**src/rtl/irq_bank_pkg.sv**
```systemverilog
package irq_bank_pkg;

    localparam int IC_NUM_BANKS = 2;
    localparam int IC_BANK_W    = 32;
    localparam int IC_ADDR_W    = 4;
    localparam int IC_SUM_LSB   = 8;

    typedef enum logic [2:0] {
        K_SUM  = 3'd0,
        K_PEND = 3'd1,
        K_SET  = 3'd2,
        K_CLR  = 3'd3,
        K_NONE = 3'd4
    } reg_kind_e;

    typedef struct packed {
        reg_kind_e  kind;
        logic [7:0] bank;
    } reg_sel_t;

    function automatic reg_sel_t decode_addr(input int unsigned a, input int unsigned nb);
        reg_sel_t s;
        s.kind = K_NONE;
        s.bank = '0;
        if (a == 0) begin
            s.kind = K_SUM;
        end else if (a <= nb) begin
            s.kind = K_PEND;
            s.bank = 8'(a - 1);
        end else if (a <= 2 * nb) begin
            s.kind = K_SET;
            s.bank = 8'(a - 1 - nb);
        end else if (a <= 3 * nb) begin
            s.kind = K_CLR;
            s.bank = 8'(a - 1 - 2 * nb);
        end
        return s;
    endfunction

endpackage

```
**src/rtl/irq_en_bank.sv**
```systemverilog
module irq_en_bank #(
    parameter int W = 32
) (
    input  logic         clk,
    input  logic         rst,
    input  logic         set_stb,
    input  logic         clr_stb,
    input  logic [W-1:0] mask,
    output logic [W-1:0] en_o
);
    logic [W-1:0] en_q;

    always_ff @(posedge clk) begin
        if (rst) begin
            en_q <= '0;
        end else if (set_stb) begin
            en_q <= en_q | mask;
        end else if (clr_stb) begin
            en_q <= en_q & ~mask;
        end
    end

    assign en_o = en_q;
endmodule

```
**src/rtl/irq_pend_sum.sv**
```systemverilog
module irq_pend_sum #(
    parameter int NB = 2,
    parameter int W  = 32,
    localparam int NS = NB * W
) (
    input  logic [NS-1:0] src_i,
    input  logic [NS-1:0] en_i,
    output logic [NS-1:0] pend_o,
    output logic [NB-1:0] bank_any_o,
    output logic          irq_o
);
    assign pend_o = src_i & en_i;

    for (genvar b = 0; b < NB; b++) begin : g_bank
        assign bank_any_o[b] = |pend_o[b*W +: W];
    end

    assign irq_o = |bank_any_o;
endmodule

```
**src/rtl/irq_reg_port.sv**
```systemverilog
module irq_reg_port
    import irq_bank_pkg::*;
#(
    parameter int NB      = 2,
    parameter int W       = 32,
    parameter int AW      = 4,
    parameter int SUM_LSB = 8,
    localparam int NS     = NB * W
) (
    input  logic          clk,
    input  logic          rst,
    input  logic          wr_en,
    input  logic          rd_en,
    input  logic [AW-1:0] addr,
    input  logic [NS-1:0] en_all,
    input  logic [NS-1:0] pend_all,
    input  logic [NB-1:0] bank_any,
    output logic [NB-1:0] set_stb,
    output logic [NB-1:0] clr_stb,
    output logic [W-1:0]  rd_data
);
    reg_sel_t     sel;
    logic [W-1:0] rd_val;
    logic [W-1:0] rd_q;

    always_comb begin
        sel = decode_addr(int'(unsigned'(addr)), NB);
        for (int b = 0; b < NB; b++) begin
            set_stb[b] = wr_en && (sel.kind == K_SET) && (sel.bank == 8'(b));
            clr_stb[b] = wr_en && (sel.kind == K_CLR) && (sel.bank == 8'(b));
        end
    end

    always_comb begin
        rd_val = '0;
        case (sel.kind)
            K_SUM: begin
                for (int b = 0; b < NB; b++) rd_val[SUM_LSB + b] = bank_any[b];
            end
            K_PEND: begin
                for (int b = 0; b < NB; b++)
                    if (sel.bank == 8'(b)) rd_val = pend_all[b*W +: W];
            end
            K_SET, K_CLR: begin
                for (int b = 0; b < NB; b++)
                    if (sel.bank == 8'(b)) rd_val = en_all[b*W +: W];
            end
            default: rd_val = '0;
        endcase
    end

    always_ff @(posedge clk) begin
        if (rst) begin
            rd_q <= '0;
        end else if (rd_en) begin
            rd_q <= rd_val;
        end
    end

    assign rd_data = rd_q;
endmodule

```
**src/rtl/irq_bank_ctrl.sv**
```systemverilog
module irq_bank_ctrl
    import irq_bank_pkg::*;
#(
    parameter int NUM_BANKS = IC_NUM_BANKS,
    parameter int BANK_W    = IC_BANK_W,
    parameter int ADDR_W    = IC_ADDR_W,
    parameter int SUM_LSB   = IC_SUM_LSB,
    localparam int NUM_SRC  = NUM_BANKS * BANK_W
) (
    input  logic               clk,
    input  logic               rst,
    input  logic [NUM_SRC-1:0] src_i,
    input  logic               wr_en,
    input  logic               rd_en,
    input  logic [ADDR_W-1:0]  addr,
    input  logic [BANK_W-1:0]  wr_data,
    output logic [BANK_W-1:0]  rd_data,
    output logic               irq_o
);
    logic [NUM_SRC-1:0]   en_all;
    logic [NUM_SRC-1:0]   pend_all;
    logic [NUM_BANKS-1:0] bank_any;
    logic [NUM_BANKS-1:0] set_stb;
    logic [NUM_BANKS-1:0] clr_stb;

    for (genvar b = 0; b < NUM_BANKS; b++) begin : g_en
        irq_en_bank #(.W(BANK_W)) u_en (
            .clk     (clk),
            .rst     (rst),
            .set_stb (set_stb[b]),
            .clr_stb (clr_stb[b]),
            .mask    (wr_data),
            .en_o    (en_all[b*BANK_W +: BANK_W])
        );
    end

    irq_pend_sum #(.NB(NUM_BANKS), .W(BANK_W)) u_pend (
        .src_i      (src_i),
        .en_i       (en_all),
        .pend_o     (pend_all),
        .bank_any_o (bank_any),
        .irq_o      (irq_o)
    );

    irq_reg_port #(.NB(NUM_BANKS), .W(BANK_W), .AW(ADDR_W), .SUM_LSB(SUM_LSB)) u_port (
        .clk      (clk),
        .rst      (rst),
        .wr_en    (wr_en),
        .rd_en    (rd_en),
        .addr     (addr),
        .en_all   (en_all),
        .pend_all (pend_all),
        .bank_any (bank_any),
        .set_stb  (set_stb),
        .clr_stb  (clr_stb),
        .rd_data  (rd_data)
    );
endmodule

```
**config.mk**
```make
export PLATFORM = sky130hd
export DESIGN_NAME = irq_bank_ctrl
export DESIGN_NICKNAME = d
export VERILOG_FILES = /design/src/rtl/irq_bank_pkg.sv /design/src/rtl/irq_en_bank.sv /design/src/rtl/irq_pend_sum.sv /design/src/rtl/irq_reg_port.sv /design/src/rtl/irq_bank_ctrl.sv
export SDC_FILE = /design/constraint.sdc
export NUM_CORES = 1
export LEC_CHECK = 0
export BUFFER_PORTS_ARGS = -buffer_cell sky130_fd_sc_hd__buf_2
export CAP_MARGIN = 15
export CORE_AREA = 2 2 114 116
export DETAILED_ROUTE_END_ITERATION = 16
export DIE_AREA = 0 0 116 118
export HOLD_SLACK_MARGIN = 0.12
export MAX_ROUTING_LAYER = met4
export PLACE_DENSITY = 0.69
export RECOVER_POWER = 25
export SLEW_MARGIN = 20
export SYNTH_ARGS = -nofsm -noshare
export SYNTH_HDL_FRONTEND = slang
export SYNTH_SLANG_ARGS = --single-unit
```
**constraint.sdc**
```tcl
create_clock -name clk -period 5.9 [get_ports clk]
set_input_delay 0.885 -clock clk [delete_from_list [all_inputs] [get_ports clk]]
set_output_delay 0.885 -clock clk [all_outputs]
set_load 0.01 [all_outputs]
```
==> impl.org <==
** STA
- The number of endpoints with negative hold slack in the final report was 0.
- In this run the tightest slew margin relative to its limit is 32.58%.
- Setup repair after global routing left no endpoint under its margin.
- At the pin with the least slew margin, the transition time is 1.011 ns.
- The clock arrives with roughly 0.0058 ns of skew.
- Final min period :: between 4 and 5 ns
- Total Negative Setup Slacks :: 0 ns
- Hold timing on the final database bottoms out at a slack of between 0.4 and 0.5 ns.
- Part of the cycle the worst path needs :: 76.64%
- Setup violations remaining at the end of the flow were counted as 0.
- Highest clock frequency the design can meet :: 221.2 MHz
- Final number of max-transition violations :: 0

** Synthesis
- In the synthesized netlist, the number of instances is around 750.
- For this run, the register share of the synthesized area comes to a little over a third.
- Async set-reset flop share out of synthesis :: 0%
- Largest cells by area after synthesis :: sky130_fd_sc_hd__dfxtp_1 (35%), sky130_fd_sc_hd__nand2_1 (9.6%), sky130_fd_sc_hd__a211oi_1 (7.9%)
- Register bit count reported by yosys :: 96
- In this run, synthesis inferred 0 flip-flops with an integrated enable.
- Syn_area_per_cell :: between 7 and 8 um2
- The share of synthesized area in the top cell type comes to 34.70%.
- Post-synth net total :: ~860
- Most used DFF post-synth :: sky130_fd_sc_hd__dfxtp_1
- Syn. warnings :: 0
- Summed over all instances, the cell type with the most area after synthesis is sky130_fd_sc_hd__dfxtp_1.
- Counting distinct cell types in the post-synthesis netlist gives 46.
- After synthesis the cells add up to between 5000 and 6000 um2.

** Clock tree
- The tree is rooted in a sky130_fd_sc_hd__clkbuf_16.
- Maximum number of buffers from clock root to sink :: 2
- TritonCTS clock tree :: yes
- Post-CTS repair changed the size of 0 cells.
- Buffers added to address setup during post-CTS repair amount to 0.
- CTS Buf Count :: 9
- Quantity of hold-fixing buffers added after cts :: 0
- Maximum level of the CTS H-tree :: 3
- The clock reaches the later pin of the worst-skew pair after 0.35 ns.
- Clock transition at path regs :: 0.06 ns
- Total clock sinks :: 96

** Finish
- In the final layout, the multi-input gates occupy around 3300 um2.
- The area growth from synthesis to layout is 17.85%.
- The number of antenna diodes in the final layout is 0.
- In the final layout, flip-flops and latches occupy 1922 um2.
- Filler Cells Inserted :: around 1200
- Fraction of final layout cells with drive strength greater than 1 :: 17.02%
- Measured on the finished design, the core utilization comes to between 50 and 60%.
- The net count of the finished layout is ~950.

** Global route
- Number of global-route vias before repair :: ~5700
- Entering global routing, the biggest net connects a little under 100 pins.
- Overall fraction of global-route tracks in use :: approximately a third
- Global routing finished with a remaining overflow of 0.
- The first global-routing pass estimated around 32 mm of wire.
- The number of antenna violations at the first check in global routing came to 0.

** Routing
- Initial drt markers :: between 700 and 800
- Routed WL :: ~21 mm
- Residual antenna-violating net count after detailed routing :: 0
- Drt drc :: 0
- The routed layout has a little over 6000 vias.
- After detailed routing, the average wire length per cell comes to roughly 21 um.
- Via density per instance :: ~6
- Number of search-and-repair iterations in the first detailed-routing pass :: 5

** Place
- Detailed placement HPWL :: 15.59 mm
- Gpl congestion :: ~0.95
- Buffers placed on the I/O ports in this run total between 100 and 150.

** Power
- Areal power density over the cells :: around 240 nW/um2
- Across the VDD grid, the largest voltage drop is roughly 0.15 mV.
- The design draws 1.548 mW.
- Static leakage power :: approximately 2.4 nW

** Floorplanning
- The floorplan step defined a core boundary enclosing 12410 um2.
- For this configuration, the core starts out at a cell density of about 45%.
- Measured along the y axis, the die boundary spans between 100 and 150 um.
- Full die area :: 13690 um2
- From left edge to right edge, the die measures 116 um.
- Number of placement rows :: between 40 and 50
- Number of top-level pins :: ~140

** Setup path
- Data on the critical path arrives at its endpoint at roughly 4.7 ns.
- Setup crit end kind :: flop
- Worst Setup Start Kind :: input pin
- Setup Crit Path Kind :: in2reg
- STA puts the critical path data required time at between 6 and 7 ns.
- Of all nets on the critical path, the largest fanout is 26.

** Min path
- The tightest min-delay check is of the reg2reg type.

** Outcome
- The flow ran to the end, and the final reports show no timing, DRC or antenna violations.

** Flow run
- The tool flagged a number of max-cap violations equal to 0.
-- per-layer routing --
metal,vias to the layer above,GRT usage [%],routed length (um)
met5,-,-,0
met4,0,8.557,391
met3,24,4.016,1717
met2,315,43.24,9009
met1,2908,48.98,10260
li1,2967,-,-
-- cells in the mapped netlist, types with 2 or more instances --
cell	instances
sky130_fd_sc_hd__a31oi_1	34
sky130_fd_sc_hd__inv_1	7
sky130_fd_sc_hd__ha_1	6
sky130_fd_sc_hd__clkbuf_1	51
sky130_fd_sc_hd__nand3_1	62
sky130_fd_sc_hd__a21boi_0	2
sky130_fd_sc_hd__buf_4	6
sky130_fd_sc_hd__a22oi_1	9
sky130_fd_sc_hd__dfxtp_1	96
sky130_fd_sc_hd__a211oi_1	58
sky130_fd_sc_hd__nand4_1	14
sky130_fd_sc_hd__nand2_1	142
sky130_fd_sc_hd__nor3b_1	3
sky130_fd_sc_hd__o21ai_0	35
sky130_fd_sc_hd__a22o_1	4
sky130_fd_sc_hd__buf_1	3
sky130_fd_sc_hd__a32o_1	2
sky130_fd_sc_hd__a311oi_1	38
sky130_fd_sc_hd__a21oi_1	66
sky130_fd_sc_hd__nor4_1	4
sky130_fd_sc_hd__a21o_1	2
sky130_fd_sc_hd__xnor2_1	3
sky130_fd_sc_hd__nor2_1	36
sky130_fd_sc_hd__a221oi_1	3
sky130_fd_sc_hd__and2_1	35
sky130_fd_sc_hd__buf_2	10
-- critical path, stage by stage --
cell and delay [ns]:
sky130_fd_sc_hd__buf_2 0.27, sky130_fd_sc_hd__inv_1 0.19, sky130_fd_sc_hd__ha_1 0.33, sky130_fd_sc_hd__xnor2_1 0.32, sky130_fd_sc_hd__ha_1 0.23, sky130_fd_sc_hd__inv_1 0.06
sky130_fd_sc_hd__ha_1 0.27, sky130_fd_sc_hd__nor2b_1 0.12, sky130_fd_sc_hd__a21oi_1 0.05, sky130_fd_sc_hd__a221o_1 0.37, sky130_fd_sc_hd__or4_4 0.56, sky130_fd_sc_hd__a211oi_4 0.24
sky130_fd_sc_hd__and2_1 0.32, sky130_fd_sc_hd__buf_4 0.34, sky130_fd_sc_hd__a211oi_1 0.13
-- worst paths after layout --
check,slack (ns),cells past startpoint,startpoint,end
setup reg to reg,3.47,7,flop,u_port.rd_data[9]
hold reg to reg,0.49,2,u_port.rd_data[11],u_port.rd_data[11]
setup / recovery,1.38,15,addr[0],flop
hold / removal,0.49,2,u_port.rd_data[11],u_port.rd_data[11]
-- cell families (layout without fill, tap and decap cells) --
kind of cell / after synthesis / count (layout) / synth area share (%)
AO/OA/AOI/OAI: 262 / 262 / 31.79
XOR/XNOR: 3 / 3 / 0.4746
adder cells (fa/ha/maj): 6 / 6 / 1.356
buffers and inverters: 77 / 172 / 5.852
flip-flops: 96 / 96 / 34.70
multiplexers: 1 / 1 / 0.1808
AND/OR/NAND/NOR: 306 / 306 / 25.64
-- stage by stage --
stage	setup WS (ns)	area, um2	std cells
after global routing	1.175	6526	1018
after global placement	1.283	6269	1002
final	1.379	6526	1018
after CTS	1.459	6566	1018
after detailed placement	1.116	6269	1002
after floorplan	1.744	5538	751
-- power breakdown --
part | total [mW] | switching, mW | internal, mW
clock | 0.594 | 0.263 | 0.331
sequential | 0.679 | 0.0147 | 0.664
combinational | 0.275 | 0.186 | 0.0889
total | 1.55 | 0.464 | 1.08
-- cell usage in the layout, fill, tap and decap left out, types with 13 or more instances in the layout --
master / netlist / routed
sky130_fd_sc_hd__nand3_1: 62 / 62
sky130_fd_sc_hd__a31oi_1: 34 / 34
sky130_fd_sc_hd__nand2_1: 142 / 142
sky130_fd_sc_hd__clkbuf_1: 51 / 33
sky130_fd_sc_hd__a21oi_1: 66 / 63
sky130_fd_sc_hd__buf_4: 6 / 13
sky130_fd_sc_hd__nand4_1: 14 / 14
sky130_fd_sc_hd__o21ai_0: 35 / 35
sky130_fd_sc_hd__buf_2: 10 / 104
sky130_fd_sc_hd__dfxtp_1: 96 / 96
sky130_fd_sc_hd__a311oi_1: 38 / 38
sky130_fd_sc_hd__a211oi_1: 58 / 58
sky130_fd_sc_hd__and2_1: 35 / 35
sky130_fd_sc_hd__nor2_1: 36 / 35
-- final cells by class --
class,count,share of cell area [%]
Clock buffer,10,3.508
Clock inverter,6,1.054
Inverter,7,0.4026
Multi-Input combinational cell,578,50.98
Sequential cell,96,29.45
Tap cell,172,3.298
Timing Repair Buffer,149,11.31
(Power assumes the default switching activity.)
